## src/rtl/mir_parity_watch.sv

```systemverilog
module mir_parity_watch #(
  parameter int WORD_W = 42,
  parameter int LO_W   = 21,
  parameter int CNT_W  = 16
) (
  input  logic              clk,
  input  logic              rst_n,
  input  logic              load,
  input  logic [WORD_W-1:0] word,
  input  logic [1:0]        par,
  input  logic [1:0]        mark,
  input  logic              phase2,
  input  logic              clr,
  output logic [WORD_W-1:0] ir_q,
  output logic              brk,
  output logic              err,
  output logic              stop_req,
  output logic [CNT_W-1:0]  cnt_lo,
  output logic [CNT_W-1:0]  cnt_hi
);
  localparam logic [CNT_W-1:0] CNT_MAX = {CNT_W{1'b1}};

  logic [1:0] bad;
  logic       armed;
  logic [CNT_W-1:0] cnt_q [2];

  assign bad[0] = ~^{word[LO_W-1:0], par[0] ^ mark[0]};
  assign bad[1] = ~^{word[WORD_W-1:LO_W], par[1] ^ mark[1]};

  always_ff @(posedge clk) begin
    if (!rst_n) begin
      ir_q     <= '0;
      brk      <= 1'b0;
      err      <= 1'b0;
      armed    <= 1'b0;
      stop_req <= 1'b0;
    end else if (load) begin
      ir_q     <= word;
      brk      <= &bad;
      err      <= ^bad;
      armed    <= |bad;
      stop_req <= 1'b0;
    end else if (phase2 && armed) begin
      armed    <= 1'b0;
      stop_req <= 1'b1;
    end else begin
      stop_req <= 1'b0;
    end
  end

  for (genvar h = 0; h < 2; h++) begin : g_cnt
    always_ff @(posedge clk) begin
      if (!rst_n || clr)
        cnt_q[h] <= '0;
      else if (load && bad[h] && cnt_q[h] != CNT_MAX)
        cnt_q[h] <= cnt_q[h] + 1'b1;
    end
  end

  assign cnt_lo = cnt_q[0];
  assign cnt_hi = cnt_q[1];
endmodule


```

## config.mk

```make
export PLATFORM = sky130hd
export DESIGN_NAME = mir_parity_watch
export DESIGN_NICKNAME = d
export VERILOG_FILES = /design/src/rtl/mir_parity_watch.sv
export SDC_FILE = /design/constraint.sdc
export NUM_CORES = 1
export LEC_CHECK = 0
export CORE_AREA = 2 2 169 105
export CTS_CLUSTER_DIAMETER = 150
export CTS_CLUSTER_SIZE = 10
export DETAILED_ROUTE_END_ITERATION = 12
export DIE_AREA = 0 0 171 107
export GPL_TIMING_DRIVEN = 0
export MAX_ROUTING_LAYER = met4
export SLEW_MARGIN = 20
export SYNTH_ARGS = -nofsm -noshare
export SYNTH_HDL_FRONTEND = slang
export SYNTH_SLANG_ARGS = --single-unit
```

## constraint.sdc

```tcl
create_clock -name clk -period 3.2 [get_ports clk]
set_clock_uncertainty 0.15 [all_clocks]
set_input_delay 0.64 -clock clk [delete_from_list [all_inputs] [get_ports clk]]
set_output_delay 0.64 -clock clk [all_outputs]
set_load 0.01 [all_outputs]
```

Word-level counts from Yosys, hierarchy flattened
Memory sizes are Yosys's and may differ from the RTL's.
Index checks and enable logic that the tools add are counted.
{"block": "totals", "reg_bits": 46, "ramBits": 32, "out_inout_bits": 77, "memories": 1}
{"block": "classes", "n_mux": 13, "bitwise": 5, "eq_ne": 2, "addsub": 2, "reduce_logical": 14}
{"name": "cnt_q", "depth": 2, "word_bits": 16, "read_ports": 2, "rd_clocked_by_memory_dff": 0, "write_ports": 2, "line": "25", "rtl": "logic [CNT_W-1:0] cnt_q [2];"}
{"operator": "$reduce_xnor A22 Y1", "count": 2}
{"operator": "$add A16 B1 Y16 const B", "count": 2}
{"operator": "$mux W16", "count": 2}
{"operator": "$ne A16 B16 Y1 const B", "count": 2}
{"operator": "$mux W1", "count": 11}
{"operator": "$logic_and A1 B1 Y1", "count": 5}
{"operator": "$reduce_or A2 Y1", "count": 2}
{"operator": "$or A1 B1 Y1", "count": 2}
{"operator": "$reduce_and A2 Y1", "count": 1}
{"operator": "$reduce_bool A2 Y1", "count": 1}
{"operator": "$reduce_xor A2 Y1", "count": 1}
{"operator": "$xor A1 B1 Y1", "count": 2}
{"operator": "$logic_not A1 Y1", "count": 1}
{"operator": "$logic_or A1 B1 Y1", "count": 1}
{"operator": "$not A1 Y1", "count": 1}

Depth between registers and ports, before layout
Gate-level depths: netlist of run 1.
{"block": "depth", "word_depth": 8, "mapped_depth": 7}

Least setup slack after synthesis of run 1
OpenSTA, ideal clock, no wires.
{"block": "synth_path", "path_type": "input to register", "start": "input word[5]", "end": "memory cnt_q[0][0], enable pin", "n_path_buf": 0, "path_slack_ns": -0.129, "path_stages": 6, "t_required_ns": 2.639, "arrival_time_ns": 2.767, "path_cell_list": "xor2_1 xnor2_1 xnor2_1 xnor3_2 nand2_1 o21ai_0"}
{"item": "start: declaration", "line": "9", "rtl": "input logic [WORD_W-1:0] word,"}
{"item": "end: declaration", "line": "25"}

==> run summary, run 1 <==
Num rows: 37
Cell depth of the worst setup path: 7
Switch share: 29.2%
Via count: 2888
CP Capture Type: flip-flop
Dominant synthesized flop cell: dfxtp_1
Area Growth Syn to Fin: 50.0%
Largest net degree at the start of global routing: 17
Gpl congestion: 0.781
TritonRoute pass-1 iters: 4
CP max stage delay: 0.54 ns
Cell internal pwr: 0.00241 W
WHS Path Cells: 2
Max-Cap Viols: 0
Worst hold path startpoint: brk$_SDFFE_PN0P_
Hold Path End: brk$_SDFFE_PN0P_
CP Max Fanout: 16
Clock Pin Slew Worst Setup and Hold Paths: 0.06 ns
Slew Limit Fails: 0
Initial antenna violation count: 0
Total grt overflow: 0
Vias in the first global route: 2991
Top Family by Delay on Critical Path: XOR/XNOR gates
Avg Cell Area, Syn: 11.0 sq um
Asr flop ratio synth: 0%
Cell variety after synth: 30
DP Wirelength: 7720 um
GR Util All Layers: 11.5%
Post-DR vias/cell: 4.00
CTS H-tree lvls: 3
Worst-margin pin slew: 0.816 ns
Dpl cells: 706
Crit path cell chain: clkdlybuf4s50_1 -> xor2_1 -> xnor2_1 -> xnor2_1 -> xnor3_2 -> nand3_1 -> nand2_2
Top cells by area, synth: edfxtp_1 25%, dfxtp_1 24%, xnor2_1 11%
CP Class: in -> reg
Pleak: 2.08 nW
Crit start category: primary input
Die height: 107 um
Io pins: 128
First-pass GRT wire length: 15700 um
Sequential power share: 38.7%
Part of the cycle the worst path needs: 95.4%
Clock latency on the worst-skew pair: 0.33 ns
RSZ-0062 raised after global routing: false
Logic pwr share: 27.7%
Die ar.: 0.0183 sq mm
CP most frequent cell: xnor2_1
Die width: 171 um
Clock network fraction of design power: 33.6%
Yosys Warn Count: 0
Reg-to-reg critical path endpoint: cnt_q[0][9]$_SDFFCE_PN0P_
Initial Utilization: 22.7%
Per-cell routed wire length: 14.1 um
Syn_nets: 399
Setup bufs post-CTS: 0
Gate Count Post-Synth: 346
Finished Layout Cells: 722
Cts bufs inserted: 9
Design area: 0.00570 sq mm
Placed inst area: 0.00535 sq mm
Residual DRC: 0
CTS max path bufs: 2
I/O Buffers: 126
Worst R2R Path Depth: 7
Hold Crit Class: reg -> reg
Fmax: 328 MHz
FF+latch count, synth: 78
Final Hold Viols: 0
Layout cells sized above 1: 5.12%
Buffers and inverters on the worst path: 1
Synth top area share: 25.3%
EDFF count, synth: 32
Critical-path cell with the highest stage delay: xnor3_2
CP required: 3.04 ns
Leading area contributor after synthesis: edfxtp_1
Pwr dens: 597 mW/mm^2
RR Startpoint: cnt_q[0][0]$_SDFFCE_PN0P_
Min Clock Period, post-route: 3.05 ns
Psw: 0.000993 W
Worst slew margin: 45.6%
CP arrival: 2.89 ns
Clk sink count: 78
Core ar.: 0.0168 sq mm
CTS Root Cell: clkbuf_16
DRT Wirelength: 10200 um
Ant. Diodes: 0
R2R setup slack: 0.74 ns
Nets: 536
Sequential share of the synthesized area: 49.6%
Peak VDD IR: 0.238 mV
CTS tree: yes
Synthesized area: 0.00380 sq mm
Setup-failing EPs final: 0
Drt initial violations: 89
ANT nets after route: 0
Status: finished clean
-- power groups by stage --
stage / clock network, W / logic (W) / registers, W
after detailed placement: 0 / 0.000943 / 0.00134
after CTS: 0.00118 / 0.000950 / 0.00132
after floorplan: 0 / 0.000438 / 0.00138
final: 0.00114 / 0.000941 / 0.00132
after global placement: 0 / 0.000932 / 0.00133
after global routing: 0.00122 / 0.00101 / 0.00134
-- placed cells by master (no fill, tap or decap), types with 2 or more instances in the layout --
cell and count:
clkbuf_8 2, nand4_1 5, and2_1 2, and3_1 5, o21ai_0 2, dfxtp_1 46
clkbuf_16 9, ha_1 2, clkinvlp_4 2, nor3_1 5, inv_1 4, buf_1 4
mux2i_1 42, xor2_1 20, nand2_1 14, xnor2_1 49, nor2b_1 46, clkbuf_1 7
a21oi_1 2, edfxtp_1 32, xnor3_2 2, nor2_1 34, bufinv_16 2, clkdlybuf4s50_1 126
nand3_1 11
-- tightest hold or removal path, delay by kind of cell (launching register included) --
kind | cells | cell delay [ns]
flops | 1 | 0.31
compound gates | 1 | 0.07
simple gates | 1 | 0.06
-- how the worst max path moves through the flow --
stage          startpoint                         end  slack [ns]
2_1_floorplan     word[5]   cnt_q[0][0]$_SDFFCE_PN0P_        0.30
3_3_place_gp     word[20]   cnt_q[0][8]$_SDFFCE_PN0P_       -0.66
3_5_place_dp     word[22]  cnt_q[1][11]$_SDFFCE_PN0P_       -0.45
4_1_cts           word[0]   cnt_q[0][6]$_SDFFCE_PN0P_        0.06
5_1_grt          word[22]   cnt_q[1][8]$_SDFFCE_PN0P_        0.01
6_report         word[22]   cnt_q[1][5]$_SDFFCE_PN0P_        0.15
-- sequential cells by signal, indices dropped and copies added, names as in the netlist --
| name | cells |
|---|---|
| err | 1 |
| stop_req | 1 |
| armed | 1 |
| ir_q | 42 |
| cnt_q | 32 |
| brk | 1 |
-- routing by layer --
metal	routed length [um]	up-vias	part of all wire [%]	GRT usage [%]
met2	4330	89	43	16.9
li1	-	1432	-	-
met5	0	-	0	-
met4	54	0	0.53	2.72
met3	633	9	6.2	3.54
met1	5140	1358	51	15.4
-- kinds of logic after synthesis --
family	share of synthesized area, %
multiplexers	11.1
adder cells (fa/ha/maj)	0.659
flip-flops	49.6
AO/OA/AOI/OAI	0.857
XOR/XNOR	17.2
buffers and inverters	2.14
AND/OR/NAND/NOR	18.5
-- through the flow --
stage                     hold WS (ns)  power, W  setup WS, ns  TNS (ns)  util (%)
after floorplan                  0.333   0.00181         0.302         0         -
after global placement           0.320   0.00227        -0.664    -17.13      31.9
after detailed placement         0.341   0.00228        -0.453    -12.36      31.9
after CTS                        0.348   0.00345        0.0615         0      33.9
after global routing             0.389   0.00357        0.0134         0      34.0
final                            0.339   0.00340         0.147         0      34.0
-- synthesized netlist by cell type, types with 3 or more instances --
| cell | count |
|---|---|
| o21ai_0 | 3 |
| inv_1 | 4 |
| nand2_1 | 15 |
| nor2b_1 | 46 |
| edfxtp_1 | 32 |
| nand4_1 | 5 |
| nor3_1 | 5 |
| dfxtp_1 | 46 |
| mux2i_1 | 42 |
| and3_1 | 5 |
| clkbuf_1 | 7 |
| xor2_1 | 20 |
| nor2_1 | 34 |
| nand3_1 | 11 |
| buf_1 | 4 |
| xnor2_1 | 49 |
-- repair_timing --
action,4_1_cts,5_1_grt
endpoints found under the setup margin,16,16
hold buffers,0,0
endpoints found under the hold margin,0,0
resized for setup,1,1
-- area by class of cell --
| class | count | area [sq um] |
|---|---|---|
| Multi-Input combinational cell | 251 | 1850 |
| Clock inverter | 6 | 92.6 |
| Fill cell | 1699 | 11100 |
| Tap cell | 234 | 293 |
| Clock buffer | 10 | 239 |
| Buffer | 13 | 66.3 |
| Inverter | 4 | 15.0 |
| Sequential cell | 78 | 1880 |
| Timing Repair Buffer | 126 | 1260 |
(Power assumes the default switching activity.)
==> run 2, diff against run 1 <==
--- a/config.mk
+++ b/config.mk
@@ -5,11 +5,12 @@
 export SDC_FILE = /design/constraint.sdc
 export NUM_CORES = 1
 export LEC_CHECK = 0
-export CORE_AREA = 2 2 169 105
+export ABC_AREA = 1
+export CORE_AREA = 2 2 178 110
 export CTS_CLUSTER_DIAMETER = 150
 export CTS_CLUSTER_SIZE = 10
 export DETAILED_ROUTE_END_ITERATION = 12
-export DIE_AREA = 0 0 171 107
+export DIE_AREA = 0 0 180 112
 export GPL_TIMING_DRIVEN = 0
 export MAX_ROUTING_LAYER = met4
 export SLEW_MARGIN = 20
==> run 2 against run 1 <==
Net effect: final area increased by 6.6%; power decreased by 18%; non-clock buffer count increased by 1; sequential power decreased by 11%; clock-buffer cell count unchanged; hold slack got worse by 0.036 ns; critical path depth increased by 9; core utilization decreased by 1.3 points.
==> run summary, run 2 <==
Status: finished clean
Yosys Warn Count: 0 (unchanged)
CTS max path bufs: 2 (unchanged)
Die height: 112 um (+4.7%)
Clock latency on the worst-skew pair: 0.35 ns (+0.02 ns)
Max-Cap Viols: 0 (unchanged)
Clock Pin Slew Worst Setup and Hold Paths: 0.06 ns (about the same)
Util after Layout: 32.7% (-1.3 points)
Min Clock Period, post-route: 2.89 ns (-0.160 ns)
Die ar.: 0.0202 sq mm (+10%)
Cell variety after synth: 31 (+3.3%)
Placed inst area: 0.00578 sq mm (+8.0%)
Cts bufs inserted: 9 (unchanged)
Slew Limit Fails: 0 (unchanged)
Gate Count Post-Synth: 591 (+71%)
CTS H-tree lvls: 3 (unchanged)
CP arrival: 2.67 ns (-0.22 ns)
Avg Cell Area, Syn: 7.13 sq um (-35%)
CP Class: in -> reg
Dominant synthesized flop cell: dfxtp_1
Initial Utilization: 22.7% (about the same)
Worst R2R Path Depth: 8 (+1)
Area occupied by multi-input gates: 0.00199 sq mm (+7.9%)
Initial antenna violation count: 0 (unchanged)
DP Wirelength: 9690 um (+25%)
TritonRoute pass-1 iters: 4 (unchanged)
Io pins: 128 (unchanged)
RR Startpoint: cnt_q[0][0]$_SDFFCE_PN0P_
Vias in the first global route: 3646 (+22%)
Placement Setup Slack: -0.0927 ns (+0.361 ns)
Fmax: 346 MHz (+5.5%)
Drt initial violations: 208 (+130%)
Final setup margin: 0.306 ns (+0.160 ns)
FF+latch count, synth: 78 (unchanged)
Layout cells sized above 1: 4.77% (-0.35 points)
FF/Latch Area: 0.00188 sq mm (unchanged)
CP required: 2.98 ns (-0.06 ns)
Design area: 0.00607 sq mm (+6.6%)
Post-DR vias/cell: 4.07 (+1.6%)
Hold WS: 0.303 ns (-0.0365 ns)
Num rows: 39 (+5.4%)
Resized Gates After CTS: 0 (-1)
Top flop regs: ir_q x42, cnt_q x32
Die width: 180 um (+5.3%)
Most frequent cell after synthesis: nand2_1
CP startpoint: word[27]
Asr flop ratio synth: 0% (unchanged)
Residual DRC: 0 (unchanged)
Setup-failing EPs final: 0 (unchanged)
Most frequent cells in the layout: 215 x nand2_1, 126 x clkdlybuf4s50_1, 72 x inv_1
GR Util All Layers: 13.0% (+1.5 points)
Sequential share of the synthesized area: 44.7% (-4.9 points)
Pwr dens: 458 mW/mm^2 (-23%)
Nets: 781 (+46%)
Setup bufs post-CTS: 0 (unchanged)
Syn_nets: 644 (+61%)
Leading area contributor after synthesis: edfxtp_1
Setup_tns: 0 ns (unchanged)
Filler Cell Count: 1973 (+16%)
First-pass GRT wire length: 19600 um (+25%)
Commonest non-fill, non-tap cell in the layout: nand2_1
Crit start category: primary input
Synth top area share: 22.8% (-2.5 points)
CTS tree: yes
EDFF count, synth: 32 (unchanged)
DRT Wirelength: 12400 um (+22%)
RSZ-0062 raised after global routing: false
Worst slew margin: 50.7% (+5.1 points)
ANT nets after route: 0 (unchanged)
Worst-margin pin slew: 0.738 ns (-0.0784 ns)
Area Growth Syn to Fin: 44.2%
I/O Buffers: 126 (unchanged)
CTS Root Cell: clkbuf_16
Clk sink count: 78 (unchanged)
Pleak: 2.68 nW (+29%)
Per-cell routed wire length: 12.6 um (-10%)
Top cells by area, synth: edfxtp_1 23%, dfxtp_1 22%, nand2_1 19%
Post-synth top cells: 215 x nand2_1, 72 x inv_1, 61 x nor2_1, 46 x dfxtp_1, 42 x o21ai_0
R2R setup slack: 0.52 ns (-0.22 ns)
Hold buffer count at CTS: 0 (unchanged)
Hold Crit Class: reg -> reg
Part of the cycle the worst path needs: 90.4% (-5.0 points)
CP Capture Type: flip-flop
Worst hold path startpoint: ir_q[15]$_SDFFE_PN0P_
Core ar.: 0.0186 sq mm (+11%)
Number of flip-flops in the largest register: 42 (unchanged)
Via count: 3980 (+38%)
WHS Path Cells: 2 (unchanged)
Largest net degree at the start of global routing: 17 (unchanged)
Gpl congestion: 0.788 (+0.96%)
Total grt overflow: 0 (unchanged)
Peak VDD IR: 0.225 mV (-5.5%)
CP Max Fanout: 16 (unchanged)
Final Hold Viols: 0 (unchanged)
Ant. Diodes: 0 (unchanged)
Synthesized area: 0.00421 sq mm (+11%)
Largest Register: ir_q
[run 2: routing by layer]
layer  global-route usage (%)  vias up  share of wire, %
met4                     3.41        0              0.89
met5                        -        -                 0
li1                         -     2126                 -
met1                     18.1     1753                54
met2                     17.9       93                40
met3                     4.32        8               5.0
[run 2: cell type report]
class | instances | share of cell area [%]
Multi-Input combinational cell | 426 | 32.8
Sequential cell | 78 | 31.0
Timing Repair Buffer | 126 | 20.8
Tap cell | 246 | 5.07
Inverter | 73 | 4.51
Clock buffer | 10 | 3.77
Buffer | 14 | 1.07
Clock inverter | 6 | 1.03
[run 2: path summary, 6_finish.rpt]
kind | to
worst max-delay path | cnt_q[1][0]$_SDFFCE_PN0P_
worst min-delay path | ir_q[15]$_SDFFE_PN0P_
worst max register to register | cnt_q[0][12]$_SDFFCE_PN0P_
worst min register to register | ir_q[15]$_SDFFE_PN0P_
[run 2: power breakdown]
part,switching (W),internal [W]
combinational,0.000305,0.000277
clock,0.000422,0.000601
sequential,0.0000604,0.00112
total,0.000788,0.00200
[run 2: metrics by stage]
stage / power [W] / instances
after global placement: 0.00178 / 963
after detailed placement: 0.00178 / 963
after global routing: 0.00294 / 979
after floorplan: 0.00148 / 591
final: 0.00278 / 979
after CTS: 0.00283 / 979
[run 2: cell families after synthesis]
kind of cell | Yosys count | share of synthesized area, %
flops | 78 | 44.7
compound gates | 68 | 8.17
fa+ha+maj | 2 | 0.594
xor+xnor | 27 | 5.61
buf+inv | 87 | 8.05
simple gates | 329 | 32.9
[run 2: worst max-delay path: stages]
cell and delay (ns):
clkdlybuf4s50_1 0.51, inv_1 0.09, nand2_1 0.07, nand2_1 0.05, nand2_1 0.06, nand2_1 0.07, inv_1 0.06, nand3_1 0.06
nand2_1 0.14, inv_1 0.06, nand2_1 0.06, nand2_1 0.10, nand2_1 0.12, clkinv_1 0.12, nand2_1 0.07, nand2_1 0.39
==> run 3, diff against run 2 <==
--- a/config.mk
+++ b/config.mk
@@ -13,6 +13,7 @@
 export DIE_AREA = 0 0 180 112
 export GPL_TIMING_DRIVEN = 0
 export MAX_ROUTING_LAYER = met4
+export SETUP_SLACK_MARGIN = 0.15
 export SLEW_MARGIN = 20
 export SYNTH_ARGS = -nofsm -noshare
 export SYNTH_HDL_FRONTEND = slang
==> run 3 against run 2 <==
Net effect: routed wire length did not move; combinational power about the same; non-clock buffer count is the same; clock power about the same; critical path depth shrank 1; setup slack improved by 0.21 ns; sequential share of layout area is essentially flat; largest power group unchanged; highest routed layer unchanged.
==> run summary, run 3 (synthesized netlist as in run 2, its figures left out) <==
DRT Wirelength: 12400 um (unchanged)
Worst slew margin: 61.2% (+10 points)
GR Util All Layers: 13.0% (unchanged)
Filler Cell Count: 1974 (+0.051%)
Psw: 0.000789 W (+0.12%)
Pwr dens: 458 mW/mm^2 (about the same)
Io pins: 128 (unchanged)
Status: finished clean
Most frequent cells in the layout: 213 x nand2_1, 126 x clkdlybuf4s50_1, 72 x inv_1
Top flop regs: ir_q x42, cnt_q x32
Die width: 180 um (unchanged)
Clock Pin Slew Worst Setup and Hold Paths: 0.06 ns (about the same)
CP required: 3.05 ns (+0.07 ns)
RSZ-0062 raised after global routing: false
Residual DRC: 0 (unchanged)
ANT nets after route: 0 (unchanged)
CP Max Fanout: 16 (unchanged)
Area Growth Syn to Fin: 44.3% (about the same)
TritonRoute pass-1 iters: 4 (unchanged)
WHS Path Cells: 2 (unchanged)
Area occupied by multi-input gates: 0.00200 sq mm (+0.25%)
Ant. Diodes: 0 (unchanged)
Pleak: 2.68 nW (about the same)
I/O Buffers: 126 (unchanged)
Initial Utilization: 22.7% (unchanged)
CP Class: in -> reg
Worst R2R Path Depth: 9 (+1)
Largest net degree at the start of global routing: 17 (unchanged)
CP Capture Type: flip-flop
Final Hold Viols: 0 (unchanged)
Post-DR vias/cell: 4.07 (+0.13%)
Clock network fraction of design power: 36.8% (about the same)
Sequential power share: 42.3% (about the same)
Largest Register: ir_q
Drt initial violations: 207 (-0.48%)
Setup-failing EPs final: 0 (unchanged)
Die height: 112 um (unchanged)
Clk sink count: 78 (unchanged)
Cts bufs inserted: 9 (unchanged)
Crit start category: primary input
Layout cells sized above 1: 5.05% (+0.27 points)
Hold Crit Class: reg -> reg
Initial antenna violation count: 0 (unchanged)
CTS Root Cell: clkbuf_16
Worst-margin pin slew: 0.583 ns (-0.155 ns)
CP arrival: 2.53 ns (-0.14 ns)
First-pass GRT wire length: 19600 um (unchanged)
Vias in the first global route: 3646 (unchanged)
Max-Cap Viols: 0 (unchanged)
CTS tree: yes
Logic pwr share: 21.0% (about the same)
Nets: 781 (unchanged)
CTS max path bufs: 2 (unchanged)
Per-cell routed wire length: 12.6 um (unchanged)
CTS H-tree lvls: 3 (unchanged)
Clock latency on the worst-skew pair: 0.35 ns (about the same)
Number of flip-flops in the largest register: 42 (unchanged)
Commonest non-fill, non-tap cell in the layout: nand2_1
DP Wirelength: 9690 um (unchanged)
Part of the cycle the worst path needs: 83.8% (-6.6 points)
Slew Limit Fails: 0 (unchanged)
Switch share: 28.3% (about the same)
Core ar.: 0.0186 sq mm (unchanged)
Peak VDD IR: 0.226 mV (+0.17%)
Fmax: 373 MHz (+7.9%)
Min Clock Period, post-route: 2.68 ns (-0.212 ns)
Tot Pwr: 0.00278 W (about the same)
Gpl congestion: 0.788 (unchanged)
Die ar.: 0.0202 sq mm (unchanged)
Setup_tns: 0 ns (unchanged)
Total grt overflow: 0 (unchanged)
Num rows: 39 (unchanged)
FF/Latch Area: 0.00188 sq mm (unchanged)
Cell internal pwr: 0.00200 W (about the same)
Hold buffer count at CTS: 0 (unchanged)
Via count: 3985 (+0.13%)
==> run 3: cell types whose count changed in the layout (fill, tap and decap cells not counted) <==
| cell | change |
|---|---|
| nand2_1 | -2 |
| nand2_2 | +2 |
==> run 3: cell type report <==
type / instances / share of cell area, %
clock buffer: 10 / 3.77
timing repair buffer: 126 / 20.7
clock inverter: 6 / 1.03
multi-input combinational: 426 / 32.9
sequential: 78 / 31.0
buffer: 14 / 1.07
inverter: 73 / 4.51
tap: 246 / 5.06
==> run 3: routing by layer <==
layer,vias up,global-route usage (%),wire length (um)
met4,0,3.41,110
met3,8,4.32,615
met5,-,-,0
met2,93,17.9,4950
met1,1759,18.1,6710
li1,2125,-,-
==> run 3: final timing paths <==
path / startpoint / endpoint / slack (ns)
worst max-delay path: word[27] / cnt_q[1][0]$_SDFFCE_PN0P_ / 0.52
worst min-delay path: ir_q[15]$_SDFFE_PN0P_ / ir_q[15]$_SDFFE_PN0P_ / 0.30
worst max register to register: cnt_q[0][0]$_SDFFCE_PN0P_ / cnt_q[0][12]$_SDFFCE_PN0P_ / 0.75
worst min register to register: ir_q[15]$_SDFFE_PN0P_ / ir_q[15]$_SDFFE_PN0P_ / 0.30
==> run 3: stage by stage <==
| step | std cells | instance area, sq um | hold WS (ns) | util, % | setup WS (ns) |
|---|---|---|---|---|---|
| floorplan | 591 | 4210 | 0.287 | - | 0.857 |
| global placement | 963 | 5780 | 0.286 | 31.1 | -0.0787 |
| detailed placement | 963 | 5780 | 0.288 | 31.1 | -0.0927 |
| CTS | 979 | 6070 | 0.302 | 32.7 | 0.277 |
| global route | 979 | 6080 | 0.320 | 32.7 | 0.275 |
| finish | 979 | 6080 | 0.303 | 32.7 | 0.518 |
==> run 3: critical path, stage by stage <==
cell	delay (ns)
clkdlybuf4s50_1	0.51
inv_1	0.09
nand2_1	0.07
nand2_1	0.05
nand2_1	0.06
nand2_1	0.07
inv_1	0.06
nand3_1	0.06
nand2_1	0.14
nand3_1	0.08
nand2_1	0.14
nand2_1	0.10
clkinv_1	0.09
nand2_1	0.06
nand2_2	0.30
==> run 3: what timing repair did <==
| item | in CTS | in global routing |
|---|---|---|
| resized for setup | 0 | 2 |
| setup endpoints to repair | 0 | 32 |
| setup buffers | 0 | 0 |
==> run 3: power by group through the flow <==
stage | sequential [W] | clock [W] | combinational [W]
after detailed placement | 0.00120 | 0 | 0.000587
final | 0.00118 | 0.00102 | 0.000584
after global routing | 0.00119 | 0.00110 | 0.000653
after global placement | 0.00120 | 0 | 0.000581
after floorplan | 0.00122 | 0 | 0.000256
after CTS | 0.00118 | 0.00107 | 0.000590
